## src/rtl/regbus_pkg.sv

```systemverilog
// Package: shared constants and helpers for the dual-width register front end.
// Assumes a 16-bit register word; bit 15 of the data bus doubles as the lane select.
package regbus_pkg;
    localparam int WORD_W = 16;
    localparam int BYTE_W = 8;
    localparam int LANE_BIT = 15;

    typedef enum logic [2:0] {
        TGT_NONE,
        TGT_CTRL,
        TGT_STAT,
        TGT_IEN,
        TGT_IPEND
    } target_e;

    // Mask selecting which word bits a write touches.
    function automatic logic [WORD_W-1:0] lane_mask(input logic narrow, input logic hi);
        if (!narrow)
            return '1;
        return hi ? {{BYTE_W{1'b1}}, {BYTE_W{1'b0}}} : {{BYTE_W{1'b0}}, {BYTE_W{1'b1}}};
    endfunction
endpackage

```

## src/rtl/regbus_lane.sv

```systemverilog
// Module: byte-lane steering. Builds the write word and mask from the host bus,
// and narrows a read word onto the selected lane. Purely combinational.
// Assumes the caller supplies the high-byte override (the holding latch result).
module regbus_lane
    import regbus_pkg::*;
(
    input  logic              mode8,
    input  logic [WORD_W-1:0] wdata,
    input  logic [WORD_W-1:0] rd_word,
    input  logic              use_held,
    input  logic [BYTE_W-1:0] held_byte,
    output logic              hi_sel,
    output logic [WORD_W-1:0] w_word,
    output logic [WORD_W-1:0] w_mask,
    output logic [WORD_W-1:0] rd_out
);
    // Lane select and write-side steering.
    always_comb begin
        hi_sel = mode8 & wdata[LANE_BIT];
        w_mask = lane_mask(mode8, wdata[LANE_BIT]);
        w_word = mode8 ? {wdata[BYTE_W-1:0], wdata[BYTE_W-1:0]} : wdata;
    end

    // Read-side narrowing onto the low eight data lines.
    always_comb begin
        if (!mode8)
            rd_out = rd_word;
        else if (hi_sel)
            rd_out = {{BYTE_W{1'b0}}, use_held ? held_byte : rd_word[WORD_W-1:BYTE_W]};
        else
            rd_out = {{BYTE_W{1'b0}}, rd_word[BYTE_W-1:0]};
    end
endmodule

```

## src/rtl/regbus_rdlatch.sv

```systemverilog
// Module: holding latch for split word reads. A low-byte read captures the high
// byte of the same word. The capture is offered only to a high-byte read of the
// same address that is the very next access.
// Assumes 'access' marks every host strobe that the chip select qualifies.
module regbus_rdlatch
    import regbus_pkg::*;
#(
    parameter int ADDR_W = 4
) (
    input  logic              clk,
    input  logic              rst_n,
    input  logic              access,
    input  logic              low_rd,
    input  logic [ADDR_W-1:0] addr,
    input  logic [BYTE_W-1:0] live_hi,
    output logic              hit,
    output logic [BYTE_W-1:0] held
);
    logic              valid_q;
    logic [ADDR_W-1:0] addr_q;

    // Capture on a low-byte read; any other access releases the latch.
    always_ff @(posedge clk) begin
        if (!rst_n) begin
            valid_q <= 1'b0;
            addr_q  <= '0;
            held    <= '0;
        end else if (access) begin
            valid_q <= low_rd;
            if (low_rd) begin
                addr_q <= addr;
                held   <= live_hi;
            end
        end
    end

    // The latch applies only to the address it was captured from.
    always_comb hit = valid_q && (addr_q == addr);
endmodule

```

## src/rtl/regbus_irq.sv

```systemverilog
// Module: interrupt enable and pending registers with an active-low request.
// Pending bits are set by event pulses and cleared by writing 1. When a set and
// a clear hit the same bit in the same cycle, the set wins.
module regbus_irq #(
    parameter int N_IRQ = 12
) (
    input  logic             clk,
    input  logic             rst_n,
    input  logic [N_IRQ-1:0] evt,
    input  logic             en_we,
    input  logic             pend_we,
    input  logic [N_IRQ-1:0] w_word,
    input  logic [N_IRQ-1:0] w_mask,
    output logic [N_IRQ-1:0] en_q,
    output logic [N_IRQ-1:0] pend_q,
    output logic             irq_n
);
    logic [N_IRQ-1:0] clr;

    // Bits the host asks to clear this cycle.
    always_comb clr = pend_we ? (w_word & w_mask) : '0;

    // Enable register: masked read/write.
    always_ff @(posedge clk) begin
        if (!rst_n)
            en_q <= '0;
        else if (en_we)
            en_q <= (en_q & ~w_mask) | (w_word & w_mask);
    end

    // Pending register: sticky set, write-one clear.
    always_ff @(posedge clk) begin
        if (!rst_n)
            pend_q <= '0;
        else
            pend_q <= (pend_q & ~clr) | evt;
    end

    // Request aggregation.
    always_comb irq_n = ~|(en_q & pend_q);
endmodule

```

## src/rtl/regbus_front.sv

```systemverilog
// Module: top of the dual-width register front end. Decodes the host address,
// holds the control registers, and muxes status words and interrupt registers
// onto a registered read port.
// Assumes one-cycle strobes sampled at the rising clock edge and a static mode8 strap.
module regbus_front
    import regbus_pkg::*;
#(
    parameter int ADDR_W = 4,
    parameter int N_CTRL = 4,
    parameter int N_STAT = 2,
    parameter int N_IRQ  = 12
) (
    input  logic                     clk,
    input  logic                     rst_n,
    input  logic                     mode8,
    input  logic                     cs,
    input  logic                     rd,
    input  logic                     wr,
    input  logic [ADDR_W-1:0]        addr,
    input  logic [WORD_W-1:0]        wdata,
    output logic [WORD_W-1:0]        rdata,
    input  logic [N_STAT*WORD_W-1:0] sts_in,
    input  logic [N_IRQ-1:0]         evt,
    output logic [N_CTRL*WORD_W-1:0] ctrl_out,
    output logic                     irq_n
);
    localparam int IEN_IDX = N_CTRL + N_STAT;
    localparam int IPEND_IDX = IEN_IDX + 1;
    localparam logic [ADDR_W-1:0] IEN_ADDR = ADDR_W'(IEN_IDX);
    localparam logic [ADDR_W-1:0] IPEND_ADDR = ADDR_W'(IPEND_IDX);

    target_e           tgt;
    logic              do_wr, do_rd;
    logic              hi_sel, held_hit;
    logic [BYTE_W-1:0] held_byte;
    logic [WORD_W-1:0] w_word, w_mask, live_word, rd_out;
    logic [N_IRQ-1:0]  irq_en_q, irq_pend_q;
    logic [WORD_W-1:0] ctrl_q [N_CTRL];

    // Qualified strobes.
    always_comb begin
        do_wr = cs & wr;
        do_rd = cs & rd;
    end

    // Full address decode onto a register class.
    always_comb begin
        tgt = TGT_NONE;
        for (int k = 0; k < N_CTRL; k++)
            if (addr == ADDR_W'(k)) tgt = TGT_CTRL;
        for (int k = 0; k < N_STAT; k++)
            if (addr == ADDR_W'(N_CTRL + k)) tgt = TGT_STAT;
        if (addr == IEN_ADDR) tgt = TGT_IEN;
        if (addr == IPEND_ADDR) tgt = TGT_IPEND;
    end

    regbus_lane u_lane (
        .mode8     (mode8),
        .wdata     (wdata),
        .rd_word   (live_word),
        .use_held  (held_hit),
        .held_byte (held_byte),
        .hi_sel    (hi_sel),
        .w_word    (w_word),
        .w_mask    (w_mask),
        .rd_out    (rd_out)
    );

    // Control registers, one per word address.
    for (genvar g = 0; g < N_CTRL; g++) begin : g_ctrl
        always_ff @(posedge clk) begin
            if (!rst_n)
                ctrl_q[g] <= '0;
            else if (do_wr && addr == ADDR_W'(g))
                ctrl_q[g] <= (ctrl_q[g] & ~w_mask) | (w_word & w_mask);
        end
        assign ctrl_out[g*WORD_W +: WORD_W] = ctrl_q[g];
    end

    regbus_irq #(.N_IRQ(N_IRQ)) u_irq (
        .clk     (clk),
        .rst_n   (rst_n),
        .evt     (evt),
        .en_we   (do_wr && tgt == TGT_IEN),
        .pend_we (do_wr && tgt == TGT_IPEND),
        .w_word  (w_word[N_IRQ-1:0]),
        .w_mask  (w_mask[N_IRQ-1:0]),
        .en_q    (irq_en_q),
        .pend_q  (irq_pend_q),
        .irq_n   (irq_n)
    );

    // Live read mux; unassigned addresses read as zero.
    always_comb begin
        live_word = '0;
        for (int k = 0; k < N_CTRL; k++)
            if (addr == ADDR_W'(k)) live_word = ctrl_q[k];
        for (int k = 0; k < N_STAT; k++)
            if (addr == ADDR_W'(N_CTRL + k)) live_word = sts_in[k*WORD_W +: WORD_W];
        if (tgt == TGT_IEN) live_word = WORD_W'(irq_en_q);
        if (tgt == TGT_IPEND) live_word = WORD_W'(irq_pend_q);
    end

    regbus_rdlatch #(.ADDR_W(ADDR_W)) u_hold (
        .clk     (clk),
        .rst_n   (rst_n),
        .access  (cs & (rd | wr)),
        .low_rd  (do_rd & ~wr & mode8 & ~hi_sel),
        .addr    (addr),
        .live_hi (live_word[WORD_W-1:BYTE_W]),
        .hit     (held_hit),
        .held    (held_byte)
    );

    // Registered read port.
    always_ff @(posedge clk) begin
        if (!rst_n)
            rdata <= '0;
        else if (do_rd)
            rdata <= rd_out;
    end
endmodule

```

## config.mk

```make
export PLATFORM = sky130hd
export DESIGN_NAME = regbus_front
export DESIGN_NICKNAME = d
export VERILOG_FILES = /design/src/rtl/regbus_pkg.sv /design/src/rtl/regbus_lane.sv /design/src/rtl/regbus_rdlatch.sv /design/src/rtl/regbus_irq.sv /design/src/rtl/regbus_front.sv
export SDC_FILE = /design/constraint.sdc
export NUM_CORES = 1
export LEC_CHECK = 0
export BUFFER_PORTS_ARGS = -buffer_cell sky130_fd_sc_hd__buf_2
export CAP_MARGIN = 20
export CORE_ASPECT_RATIO = 0.8
export CORE_MARGIN = 1
export CORE_UTILIZATION = 54
export DETAILED_ROUTE_END_ITERATION = 6
export PLACE_DENSITY = 0.8
export REMOVE_ABC_BUFFERS = 1
export SLEW_MARGIN = 5
export SYNTH_ARGS = -nofsm -noshare
export SYNTH_HDL_FRONTEND = slang
export SYNTH_SLANG_ARGS = --single-unit
```

## constraint.sdc

```tcl
create_clock -name clk -period 3.5 [get_ports clk]
set_input_delay 0.35 -clock clk [delete_from_list [all_inputs] [get_ports clk]]
set_output_delay 0.35 -clock clk [all_outputs]
set_load 0.02 [all_outputs]
```

==> flow_metrics.tcl <==
set metrics [dict create \
    post-route-cell-area_sq_um 7740 \
    post_synth_instance_area_sq_um 6310 \
    numPlacedInstances 940 \
    peakVddDrop_v 0.000303 \
    timing.hold.worst.class "input pin to flip-flop" \
    most-common-layout-cells "sky130_fd_sc_hd__buf_2 (150), sky130_fd_sc_hd__nand2_1 (100), sky130_fd_sc_hd__a21oi_1 (87), sky130_fd_sc_hd__edfxtp_1 (64), sky130_fd_sc_hd__dfxtp_1 (53)" \
    hold_viol_final 0 \
    minimum_setup_slack_among_reg_to_reg_paths_ns 1.59 \
    synth_enable_flop_cells 64 \
    finalNonFillerCells 972 \
    power-per-cell-area_nw_per_um2 491 \
    synth-seq-area-share_pct 47.3 \
    critical_path.endpoint_type "flip-flop" \
    io_pins 151 \
    post_synth_main_area_contributors "sky130_fd_sc_hd__edfxtp_1 (30%), sky130_fd_sc_hd__dfxtp_1 (17%), sky130_fd_sc_hd__a21oi_1 (6.9%)" \
    synth_area_per_cell_sq_um 9.30 \
    clock_latency_ns 0.42 \
    clock_tree.buffer_depth 2 \
    worstPathMaxFanout 28 \
    timing.reg2reg.worst_path_depth 5 \
    cp_data_arrival_time_ns 2.52 \
    yosysTopAreaCell "sky130_fd_sc_hd__edfxtp_1" \
    ys_types 57 \
    maxcap_violations 0 \
    floorplan.die.width_microns 123 \
    tritoncts "built" \
    synthesized_flop_and_latch_total 117 \
    insertedDiodeCount 0 \
    fin_hold_ws_ns 0.163 \
    finalCoreUtilization_pct 69.7 \
    final_weighted_congestion_of_routability_driven_global_placement 0.922 \
    post_synth_inst_count 678 \
    grt_start_max_net_pins 48 \
    final_layout_size_suffix_gt1_share_pct 26.9 \
    dieHeight_microns 98.7 \
    design.die.area_sq_um 12100 \
    num_vias 6414 \
    layout.cells.most_common "sky130_fd_sc_hd__buf_2" \
    setup-violations-final 0 \
    num_rows 34 \
    drt-total-wl_microns 21500 \
    layout_worst_path_cycle_share_pct 63.4 \
    run_status "complete, no violations" \
    placed_cell_area_sq_um 7130 \
    fillCellCount 837 \
    setup_tns_ns 0 \
    fin_skew_ns 0.00801 \
    antenna_violations_before_repair 0 \
    clk_transition_reported_paths_ns 0.05 \
    synth_top_area_share_pct 30.5 \
    dr.first_iter.drc_count 820 \
    clock.fmax_mhz 451 \
    clock_sinks 117 \
    port-buffer-count 150 \
    cts_hold_buffers 0 \
    post_cts_setup_buffers 0 \
    yosys_warnings 0 \
    post_cts.resized_instances 0 \
    cts.root.buffer_cell "sky130_fd_sc_hd__clkbuf_16" \
    rsz0062_at_grt "false" \
    cts_made_buffers 17 \
    viasPerCell 6.60 \
    start_util_pct 56.8 \
    startpoint_type "input pin" \
    most_used_flip_flop_cell_after_synthesis "sky130_fd_sc_hd__edfxtp_1" \
    cp_data_required_time_ns 3.81 \
    multiInputGateArea_sq_um 3000 \
    grt_use_total_pct 36.3 \
    nNetsFinal 885 \
    growth_of_design_area_from_synthesis_to_finish_pct 22.7 \
    core_region_area_sq_um 11100 \
    drc_errors 0 \
    final_period_minus_worst_setup_slack_ns 2.22 \
    grt_pass1_wl_microns 32800 \
    crit_type "input pin to flip-flop" \
    synth_async_sr_flop_share_pct 0 \
    vias_in_the_first_global_route 6025 \
    total_leakage_power_uw 0.00309 \
    grt-ovfl-total 0 \
    worst_slew_pin_slew_ns 1.14 \
    dp.final_hpwl_microns 14500 \
    timing.hold.worst_path_depth 3 \
    ant_nets 0 \
    drv_slew 0 \
    h-tree-depth 4 \
    sequential_cell_area_sq_um 2980 \
    avgRoutedWirePerCell_microns 22.1 \
    max-slew-margin-rel_pct 24.3 \
    firstDrtPassIters 5 \
]
cell usage after synthesis (11+ instances only):
cell / n
sky130_fd_sc_hd__nand2_1: 100
sky130_fd_sc_hd__dfxtp_1: 53
sky130_fd_sc_hd__nor3_1: 11
sky130_fd_sc_hd__a21oi_1: 87
sky130_fd_sc_hd__clkbuf_1: 21
sky130_fd_sc_hd__inv_1: 16
sky130_fd_sc_hd__a211oi_1: 18
sky130_fd_sc_hd__edfxtp_1: 64
sky130_fd_sc_hd__o21ai_0: 43
sky130_fd_sc_hd__nor2b_1: 11
sky130_fd_sc_hd__mux2i_1: 32
sky130_fd_sc_hd__nor2_1: 32
sky130_fd_sc_hd__buf_2: 19
layer usage:
metal,up-vias,track usage (%),wire length [microns]
met5,-,0,0
met4,0,13.3,548
met3,64,8.28,2870
met2,543,53.8,9470
met1,3007,51.6,8640
li1,2800,-,-
worst paths after layout:
path / start / end
hold / removal: evt[1] / u_irq.pend_q[1]
hold reg to reg: rdata[12] / rdata[12]
setup / recovery: addr[1] / rdata[9]
setup reg to reg: ctrl_q[1][9] / rdata[9]
logic make-up after synthesis:
group	count (synthesis)	synth area share, %
AO/OA/AOI/OAI	238	24.5
XOR/XNOR	4	0.555
buffers and inverters	70	5.22
flip-flops	117	47.3
multiplexers	36	5.79
AND/OR/NAND/NOR	213	16.7
final cells by class:
type	count	share of cell area, %
multi-input combinational	491	38.8
sequential	117	38.5
timing repair buffer	169	11.5
clock buffer	24	6.65
tap	144	2.33
clock inverter	8	1.20
inverter	19	0.922
power by group:
group	leakage [uW]	internal [uW]	switching, uW
Sequential	0.00110	1500	42.7
Combinational	0.00170	151	313
Clock	0.000300	1160	629
through the flow:
| step | setup slack [ns] | power, uW |
|---|---|---|
| floorplan | 0.731 | 1790 |
| CTS | 1.39 | 3770 |
| global route | 1.20 | 3880 |
| finish | 1.28 | 3800 |
| detailed placement | 0.971 | 2010 |
| global placement | 1.02 | 2000 |
worst max-delay path, cell delays in order:
cell	delay, ns
sky130_fd_sc_hd__buf_2	0.31
sky130_fd_sc_hd__buf_4	0.37
sky130_fd_sc_hd__nor2b_1	0.09
sky130_fd_sc_hd__buf_4	0.21
sky130_fd_sc_hd__o21a_1	0.19
sky130_fd_sc_hd__o21ai_0	0.31
sky130_fd_sc_hd__o21ai_0	0.34
sky130_fd_sc_hd__a31o_2	0.33
Note: power is estimated with default switching activity, not from simulation.
